==> src/rtl/dma_chain_pkg.sv <==
package dma_chain_pkg;

    typedef enum logic [2:0] {
        TK_PTR_LAST    = 3'd0,
        TK_INLINE      = 3'd1,
        TK_JUMP        = 3'd2,
        TK_PTR         = 3'd3,
        TK_PTR_STALL   = 3'd4,
        TK_CALL        = 3'd5,
        TK_RETURN      = 3'd6,
        TK_INLINE_LAST = 3'd7
    } tag_kind_e;

    typedef enum logic {
        ST_IDLE = 1'b0,
        ST_RUN  = 1'b1
    } seq_state_e;

endpackage

==> src/rtl/dma_ret_stack.sv <==
module dma_ret_stack #(
    parameter int AW = 32
) (
    input  logic          clk,
    input  logic          rst_n,
    input  logic          clear,
    input  logic          push,
    input  logic          pop,
    input  logic [AW-1:0] push_val,
    output logic [1:0]    depth,
    output logic [AW-1:0] top_val
);
    localparam int SLOTS = 2;

    logic [AW-1:0] slot_q [SLOTS];
    logic [1:0]    depth_q;
    logic          wr_idx;
    logic          rd_idx;

    assign wr_idx  = depth_q[0];
    assign rd_idx  = ~depth_q[0];
    assign depth   = depth_q;
    assign top_val = (depth_q == 2'd2) ? slot_q[1] : slot_q[0];

    always_ff @(posedge clk or negedge rst_n) begin
        if (!rst_n) begin
            depth_q <= 2'd0;
            for (int i = 0; i < SLOTS; i++) slot_q[i] <= '0;
        end else if (clear) begin
            depth_q <= 2'd0;
            for (int i = 0; i < SLOTS; i++) slot_q[i] <= '0;
        end else if (push && (depth_q < 2'(SLOTS))) begin
            slot_q[wr_idx] <= push_val;
            depth_q        <= depth_q + 2'd1;
        end else if (pop && (depth_q != 2'd0) && (depth_q <= 2'(SLOTS))) begin
            slot_q[rd_idx] <= '0;
            depth_q        <= depth_q - 2'd1;
        end
    end

    AST_PUSH_ROOM: assert property (@(posedge clk) disable iff (!rst_n)
        push |-> (depth_q < 2'd2));

    AST_POP_STEP: assert property (@(posedge clk) disable iff (!rst_n)
        (pop && !clear && depth_q == 2'd2) |=> (depth_q == 2'd1));

endmodule

==> src/rtl/dma_tag_decode.sv <==
module dma_tag_decode
    import dma_chain_pkg::*;
#(
    parameter int AW = 32,
    parameter int QW = 16
) (
    input  tag_kind_e     kind,
    input  logic [QW-1:0] qwc,
    input  logic [AW-1:0] tag_ptr,
    input  logic [AW-1:0] cur_tag,
    input  logic [AW-1:0] cur_data,
    input  logic [1:0]    depth,
    input  logic [AW-1:0] top_val,
    input  logic          stack_en,
    output logic [AW-1:0] data_nx,
    output logic [AW-1:0] tag_nx,
    output logic          push,
    output logic          pop,
    output logic [AW-1:0] push_val,
    output logic          done
);
    localparam int QBYTES = 16;

    logic [AW-1:0] follow;
    logic [AW-1:0] span;

    assign follow   = cur_tag + AW'(QBYTES);
    assign span     = AW'({qwc, 4'b0000});
    assign push_val = follow + span;

    always_comb begin
        data_nx = tag_ptr;
        tag_nx  = cur_tag;
        push    = 1'b0;
        pop     = 1'b0;
        done    = 1'b0;
        unique case (kind)
            TK_PTR_LAST: done = 1'b1;
            TK_INLINE: begin
                data_nx = follow;
                tag_nx  = follow + span;
            end
            TK_JUMP: begin
                data_nx = follow;
                tag_nx  = tag_ptr;
            end
            TK_PTR, TK_PTR_STALL: tag_nx = follow;
            TK_CALL: begin
                if (!stack_en) begin
                    data_nx = cur_data;
                end else begin
                    data_nx = follow;
                    if (tag_ptr == '0) begin
                        tag_nx = follow + span;
                    end else if (depth >= 2'd2) begin
                        done = 1'b1;
                    end else begin
                        push   = 1'b1;
                        tag_nx = tag_ptr;
                    end
                end
            end
            TK_RETURN: begin
                if (!stack_en) begin
                    data_nx = cur_data;
                end else begin
                    data_nx = follow;
                    if (depth == 2'd1 || depth == 2'd2) begin
                        pop    = 1'b1;
                        tag_nx = top_val;
                    end else begin
                        done = 1'b1;
                    end
                end
            end
            TK_INLINE_LAST: begin
                data_nx = follow;
                done    = 1'b1;
            end
        endcase
    end

endmodule

==> src/rtl/dma_chain_seq.sv <==
module dma_chain_seq
    import dma_chain_pkg::*;
#(
    parameter int AW = 32,
    parameter int QW = 16
) (
    input  logic          clk,
    input  logic          rst_n,
    input  logic          start,
    input  logic [AW-1:0] start_addr,
    input  logic          tag_valid,
    input  logic [2:0]    tag_kind,
    input  logic [QW-1:0] tag_qwc,
    input  logic [AW-1:0] tag_ptr,
    input  logic          stack_en,
    output logic [AW-1:0] data_addr,
    output logic [AW-1:0] next_tag_addr,
    output logic [1:0]    stack_depth,
    output logic          chain_done
);
    seq_state_e    state_q, state_nx;
    tag_kind_e     kind;
    logic          accept;
    logic [AW-1:0] data_nx, tag_nx, push_val, top_val;
    logic          push, pop, done;

    assign kind   = tag_kind_e'(tag_kind);
    assign accept = (state_q == ST_RUN) && tag_valid && !start;

    dma_tag_decode #(.AW(AW), .QW(QW)) u_dec (
        .kind    (kind),
        .qwc     (tag_qwc),
        .tag_ptr (tag_ptr),
        .cur_tag (next_tag_addr),
        .cur_data(data_addr),
        .depth   (stack_depth),
        .top_val (top_val),
        .stack_en(stack_en),
        .data_nx (data_nx),
        .tag_nx  (tag_nx),
        .push    (push),
        .pop     (pop),
        .push_val(push_val),
        .done    (done)
    );

    dma_ret_stack #(.AW(AW)) u_stk (
        .clk     (clk),
        .rst_n   (rst_n),
        .clear   (start),
        .push    (accept && push),
        .pop     (accept && pop),
        .push_val(push_val),
        .depth   (stack_depth),
        .top_val (top_val)
    );

    always_comb begin
        state_nx = state_q;
        unique case (state_q)
            ST_IDLE: if (start) state_nx = ST_RUN;
            ST_RUN:  if (!start && accept && done) state_nx = ST_IDLE;
        endcase
    end

    always_ff @(posedge clk or negedge rst_n) begin
        if (!rst_n) state_q <= ST_IDLE;
        else        state_q <= state_nx;
    end

    always_ff @(posedge clk or negedge rst_n) begin
        if (!rst_n) begin
            data_addr     <= '0;
            next_tag_addr <= '0;
            chain_done    <= 1'b0;
        end else if (start) begin
            data_addr     <= '0;
            next_tag_addr <= start_addr;
            chain_done    <= 1'b0;
        end else begin
            chain_done <= accept && done;
            if (accept) begin
                data_addr     <= data_nx;
                next_tag_addr <= tag_nx;
            end
        end
    end

    AST_IDLE_HOLD: assert property (@(posedge clk) disable iff (!rst_n)
        (state_q == ST_IDLE && !start) |=> ($stable(next_tag_addr) && $stable(data_addr) && !chain_done));

    AST_DONE_PULSE: assert property (@(posedge clk) disable iff (!rst_n)
        chain_done |=> !chain_done);

    AST_START_LOAD: assert property (@(posedge clk) disable iff (!rst_n)
        start |=> (stack_depth == 2'd0 && next_tag_addr == $past(start_addr)));

    AST_LAST_HOLDS: assert property (@(posedge clk) disable iff (!rst_n)
        (accept && kind == TK_INLINE_LAST) |=> (chain_done && next_tag_addr == $past(next_tag_addr)));

    AST_JUMP_TARGET: assert property (@(posedge clk) disable iff (!rst_n)
        (accept && kind == TK_JUMP) |=> (next_tag_addr == $past(tag_ptr)));

    AST_NOSTACK_IGNORE: assert property (@(posedge clk) disable iff (!rst_n)
        (accept && !stack_en && (kind == TK_CALL || kind == TK_RETURN))
        |=> ($stable(next_tag_addr) && $stable(data_addr) && $stable(stack_depth) && !chain_done));

endmodule

==> config.mk <==
export PLATFORM = sky130hd
export DESIGN_NAME = dma_chain_seq
export DESIGN_NICKNAME = d
export VERILOG_FILES = /design/src/rtl/dma_chain_pkg.sv /design/src/rtl/dma_ret_stack.sv /design/src/rtl/dma_tag_decode.sv /design/src/rtl/dma_chain_seq.sv
export SDC_FILE = /design/constraint.sdc
export NUM_CORES = 1
export LEC_CHECK = 0
export ABC_AREA = 1
export BUFFER_PORTS_ARGS = -buffer_cell sky130_fd_sc_hd__buf_2
export CAP_MARGIN = 20
export CORE_MARGIN = 2
export CORE_UTILIZATION = 52
export DETAILED_ROUTE_END_ITERATION = 6
export PLACE_DENSITY = 0.86
export SETUP_SLACK_MARGIN = 0.05
export SYNTH_ARGS = -nofsm -noshare
export SYNTH_HDL_FRONTEND = slang
export SYNTH_SLANG_ARGS = --single-unit
==> constraint.sdc <==
create_clock -name clk -period 3.1 [get_ports clk]
set_clock_uncertainty 0.2 [all_clocks]
set_input_delay 0.155 -clock clk [delete_from_list [all_inputs] [get_ports clk]]
set_output_delay 0.155 -clock clk [all_outputs]
set_load 0.03 [all_outputs]
Word level (Yosys, flattened, before mapping)
Index checks and enable logic that the tools add are counted.

Output and inout bits: 67. Logic and storage cells: 105. Bits in registers: 132.

Bitwise operators: 6. Magnitude comparators: 7. Muxes and demuxes: 41. Eq/ne operators: 14. Add/subtract/negate cells: 4. Reduce and logical (&&, ||, !) cells: 26.

Operators by type and width (count): $mux W32 (13); $mux W64 (3); $pmux W32 S5 (1); $and A64 B64 Y64 (1); $bwmux W64 (1); $demux W32 S1 (2); $not A64 Y64 (1); $pmux W32 S2 (1); $add A32 B20 Y32 (1); $add A32 B5 Y32 const B (1); $logic_not A32 Y1 (1); $mux W1 (15); $eq A3 B3 Y1 const B (4); $logic_and A1 B1 Y1 (12); $eq A3 B2 Y1 const B (2); $ge A2 B2 Y1 const B (3); $mux W2 (3); $ne A3 B3 Y1 const B (2); $reduce_and A6 Y1 (1); $reduce_bool A6 Y1 (1); $reduce_or A2 Y1 (3); $lt A2 B1 Y1 const B (2); $ne A4 B3 Y1 const B (1); $not A1 Y2 (2); other kinds (19) (21).

Depth between registers and ports, before layout
Word-level depth: 11. Mapped depth: 23. Mapped depth without buffers: 23.

Modules after synthesis
Synthesis repeated with hierarchy kept, for this count alone.

Cells, all modules: 1915. Area total of the unflattened synthesis: 12175.4 um2.

By module, submodules not included: dma_tag_decode (cells each 1008, seq. area each 0.0 um2, area an instance 5165.0 um2, times used 1); dma_ret_stack (cells each 512, seq. area each 1651.6 um2, area an instance 3876.2 um2, times used 1); dma_chain_seq (cells each 395, seq. area each 1651.6 um2, area an instance 3134.3 um2, times used 1).

Worst setup path before layout
OpenSTA, ideal clock, no wires.

Path kind: reg-to-reg. Start point: register next_tag_addr[4]. End point: register u_stk.slot_q[26] (netlist bit). Path slack: -125 ps. Arrival: 2890 ps. Buffers on the path: 0. Setup time: 135 ps. Required time: 2765 ps. Stages on the path, launching flop included: 19. Clock period less this slack: 3225 ps. Cells stage by stage: dfrtp_1 ha_1 nand2_2 nor2_4 nand2_4 nor2_1 xor2_1 ha_1 nand2_1 nor2_1 nand2_1 o21ai_0 nand3_1 nand2_2 nand3_1 nand3_1 nand2_1 a21oi_1 a21oi_1.

Longest elaborated chain between the ends: 5.

Ends and longest elaborated chain: from (decl) (RTL line dma_chain_seq.sv:17) `output logic [AW-1:0] next_tag_addr,`; from (signal assigned) (RTL line dma_chain_seq.sv:78) `next_tag_addr <= start_addr;`; from (signal assigned) (RTL line dma_chain_seq.sv:84) `next_tag_addr <= tag_nx;`; $add A32 B5 Y32 (RTL line dma_tag_decode.sv:27) `assign follow = cur_tag + AW'(QBYTES);`; $add A32 B20 Y32 (RTL line dma_tag_decode.sv:29) `assign push_val = follow + span;`; $bwmux W64 (RTL line dma_ret_stack.sv:33) `slot_q[wr_idx] <= push_val;`; $mux W64 (RTL line dma_ret_stack.sv:32) `end else if (push && (depth_q < 2'(SLOTS))) begin`; $mux W64 (RTL line dma_ret_stack.sv:29) `end else if (clear) begin`; to (signal, indexed assignment) (RTL line dma_ret_stack.sv:33); to (decl) (RTL line dma_ret_stack.sv:15) `logic [AW-1:0] slot_q [SLOTS];`.

No other way between the ends. A chain may end at the register's enable or synchronous reset.

Final worst setup path
Start point: register next_tag_addr[17]. End point: register next_tag_addr[30].

Longest elaborated chain between the ends: 7.

Ends and longest elaborated chain: $add A32 B5 Y32 * (RTL line dma_tag_decode.sv:27); $add A32 B20 Y32 (RTL line dma_tag_decode.sv:41, dma_tag_decode.sv:54); $mux W32 (RTL line dma_tag_decode.sv:53) `if (tag_ptr == '0) begin`; $mux W32 (RTL line dma_tag_decode.sv:49) `if (!stack_en) begin`; $pmux W32 S5 * (RTL line dma_tag_decode.sv:37) `unique case (kind)`; $mux W32 * (RTL line dma_chain_seq.sv:82) `if (accept) begin`; $mux W32 * (RTL line dma_chain_seq.sv:76) `end else if (start) begin`.

Every way passes the cells marked *; elsewhere a longest branch is shown, timed or not. The select of a mux whose other input is x is not followed.

==> metrics.txt <==
vias in the first global route 11,200; nets 1,792; Yosys cell types 55; CP Capture Type flop; max_cap viols 0; Max Transition Viols Final 0; synthesis-stage register bit count 132; total vias in the final route 12,100; width of the die 138 um; final setup vio count 42; most frequent cells in the layout nand2_1, buf_2, buf_4; worst-margin pin slew 0.935 ns; critical path class reg -> reg; hold_sp tag_qwc[0]; Hold Path End u_stk.slot_q[4]$_DFFE_PN0P_; drt via density 6.31; most common cell after layout, fill and taps aside nand2_1; yosys warns 0; syn_nets 1,459; Total Routing Usage GR 0.402; drt wl/cell 21.9 um; die area 19,100 um2; switch share 0.447; top_reg_cell synth dfrtp_1; critical path startpoint category flop; Row Count 49; Critical Path AT 3.43 ns; antenna-violating nets left 0; largest net degree at the start of global routing 68; period utilisation layout 1.07; GRT overflow 0; Highest Clock Rate 0.302 GHz; P_sw 4050 uW; First DRT Iteration DRCs 2,002; Max VDD drop 0.000532 V; Total Neg Setup Slack -4.40 ns; Min Hold Slack 0.0123 ns; Register-to-Register Path Depth 18; Max clock buf depth 2; hold-critical path depth 4; Design Power 9040 uW; Post-DP HPWL 25.0 mm; initial antenna violation count 1; register share of total power 0.239; Sink Count 132; Core ar. 17,800 um2; clock root buffer clkbuf_16; R2R Setup Slk -0.21 ns; violated checks DRC, setup timing; minimum clock period 3.31 ns; share of layout cells above drive strength 1 0.340; Pint 5000 uW; average cell area after synthesis 6.95 um2; final hold vios 0; worst-path fanout max 5; area grow syn2layout 45.3%; Post-DP Area 11,000 um2; Post-Layout Cell Count 1,923; r2r startpoint next_tag_addr[17]$_DFFE_PN0P_; critical path required time 3.22 ns; slew margin rel. 0.376; R2R Path End next_tag_addr[30]$_DFFE_PN0P_; setup ws final -0.211 ns; Die Height 138 um; placed cell count 1,783; fin area 13,600 um2; Initial DRT Pass Iterations 7; Hold WC Path Type in -> reg; Post-Synthesis Cells 1,347; post-synthesis sequential area ratio 0.353; CTS clk-pin slew, worst paths 0.07 ns; Num CTS Buffers 17; GPL Wtd Cong 1.00; Clk pwr share 0.239; outcome finished, violations left; global-route wire length before repair 60.7 mm; Post-Syn Area 9360 um2; PortBufs 154; power density over cell area 665 nW/um2; Ports 155; Comb power frac 0.522; EDFF count, synth 0; Starting Density 0.526; Post-synth ARST share 1.00; CTS tree yes; H-tree depth 4; leak pwr 0.00646 uW; Clk Latency, worst-skew pair 0.44 ns; RSZ-0062 raised after global routing yes; Post-Route WL 42.1 mm; DRC 23
==> worst max-delay path by stage <==
stage | slack (ns) | endpoint | cells after the start | start
2_1_floorplan | 0.08 | u_stk.slot_q[26]$_DFFE_PN0P_ | 18 | next_tag_addr[4]$_DFFE_PN0P_
3_3_place_gp | -0.08 | u_stk.slot_q[31]$_DFFE_PN0P_ | 20 | next_tag_addr[4]$_DFFE_PN0P_
3_5_place_dp | -0.18 | u_stk.slot_q[27]$_DFFE_PN0P_ | 22 | next_tag_addr[4]$_DFFE_PN0P_
4_1_cts | 0.005 | u_stk.slot_q[27]$_DFFE_PN0P_ | 21 | next_tag_addr[5]$_DFFE_PN0P_
5_1_grt | -0.34 | next_tag_addr[19]$_DFFE_PN0P_ | 17 | next_tag_addr[5]$_DFFE_PN0P_
6_report | -0.21 | next_tag_addr[30]$_DFFE_PN0P_ | 18 | next_tag_addr[17]$_DFFE_PN0P_
==> flip-flops by register name (all words and copies together) (netlist names) <==
signal         flops
chain_done         1
data_addr         32
next_tag_addr     32
state_q            1
u_stk.depth        2
u_stk.slot_q      64
==> worst max-delay path: stages, from the launching register on <==
cell	delay (ns)
dfrtp_1	0.53
nand2_1	0.14
buf_4	0.18
nor2_1	0.18
nand2_1	0.17
nor2_1	0.34
nand2_1	0.12
nand2_1	0.09
nand2_1	0.13
inv_1	0.25
nand3_1	0.13
nor2_2	0.14
nand2_1	0.07
nand2_1	0.08
nand2_1	0.07
nand2_1	0.07
nand3_2	0.11
nand2_2	0.13
nand2_2	0.06
==> kinds of logic after synthesis <==
logic type                 Yosys count  synth area share
DFF                                132             0.353
xor gates and xnor gates            32            0.0340
buffers and inverters              213            0.0888
adders and majority gates           24            0.0329
and+or+nand+nor                    659             0.304
AOI/OAI and AO/OA                  287             0.188
==> routing by layer <==
layer,routed length (um),up-vias,GRT usage
met5,0,-,0
met4,3220,0,0.203
met3,5710,336,0.0880
met2,18100,1157,0.618
met1,15100,5565,0.539
li1,-,5077,-
==> power by group through the flow <==
stage | sequential (uW) | combinational, uW | clock [uW]
floorplan | 2520 | 1680 | 0
global placement | 2150 | 3420 | 0
detailed placement | 2160 | 3430 | 0
CTS | 2130 | 3930 | 2150
global route | 2170 | 4930 | 2230
finish | 2160 | 4720 | 2160
==> cell type report <==
cell class | count | area, um2
Clock inverter | 15 | 190
Inverter | 157 | 593
Fill cell | 1119 | 4180
Tap cell | 229 | 287
Timing Repair Buffer | 370 | 2620
Antenna cell | 1 | 2.50
Multi-Input combinational cell | 1002 | 6170
Sequential cell | 132 | 3310
Clock buffer | 17 | 425
==> what timing repair did <==
| item | in CTS | in global routing |
|---|---|---|
| setup buffers | 23 | 14 |
| pin swaps | 44 | 44 |
| hold buffers | 72 | 0 |
| endpoints found under the hold margin | 130 | 0 |
| setup endpoints to repair | 58 | 67 |
| gates resized for setup | 96 | 121 |
==> cell usage after synthesis, types with 3 or more instances <==
master    count  area [um2]
buf_4         4        30.0
a22oi_2       5        62.6
xor2_1       20         175
a31oi_1       5        31.3
nor2_2       13        81.3
inv_2        12        45.0
o21ai_1      16        80.1
xnor2_1       7        61.3
buf_2        13        65.1
ha_1         23         288
o31ai_1      22         165
nand3_2       4        40.0
nand3_1      61         305
clkbuf_1     37         139
nor2_4        9         101
inv_1       143         537
o21ai_0      80         400
a22oi_1       6        45.0
xor2_2        4        65.1
a21oi_1      74         370
o221ai_1      8        70.1
or2_2         3        18.8
nand2_1     370        1390
nor4_1        6        37.5
a21boi_1     10        75.1
dfrtp_1     132        3300
nand2_2      20         125
o211ai_1     10        75.1
nand4_1      14        87.6
nor2_1      146         548
o22ai_1      25         156
a211oi_1      9        67.6
nor3_1        5        25.0
nand2_4       3        33.8
==> per-stage QoR <==
stage / setup slack (ns) / util
after detailed placement: -0.177 / 0.620
after CTS: 0.00480 / 0.730
after floorplan: 0.0769 / -
final: -0.211 / 0.765
after global routing: -0.343 / 0.765
after global placement: -0.0825 / 0.620
Note: power is estimated with default switching activity, not from simulation.
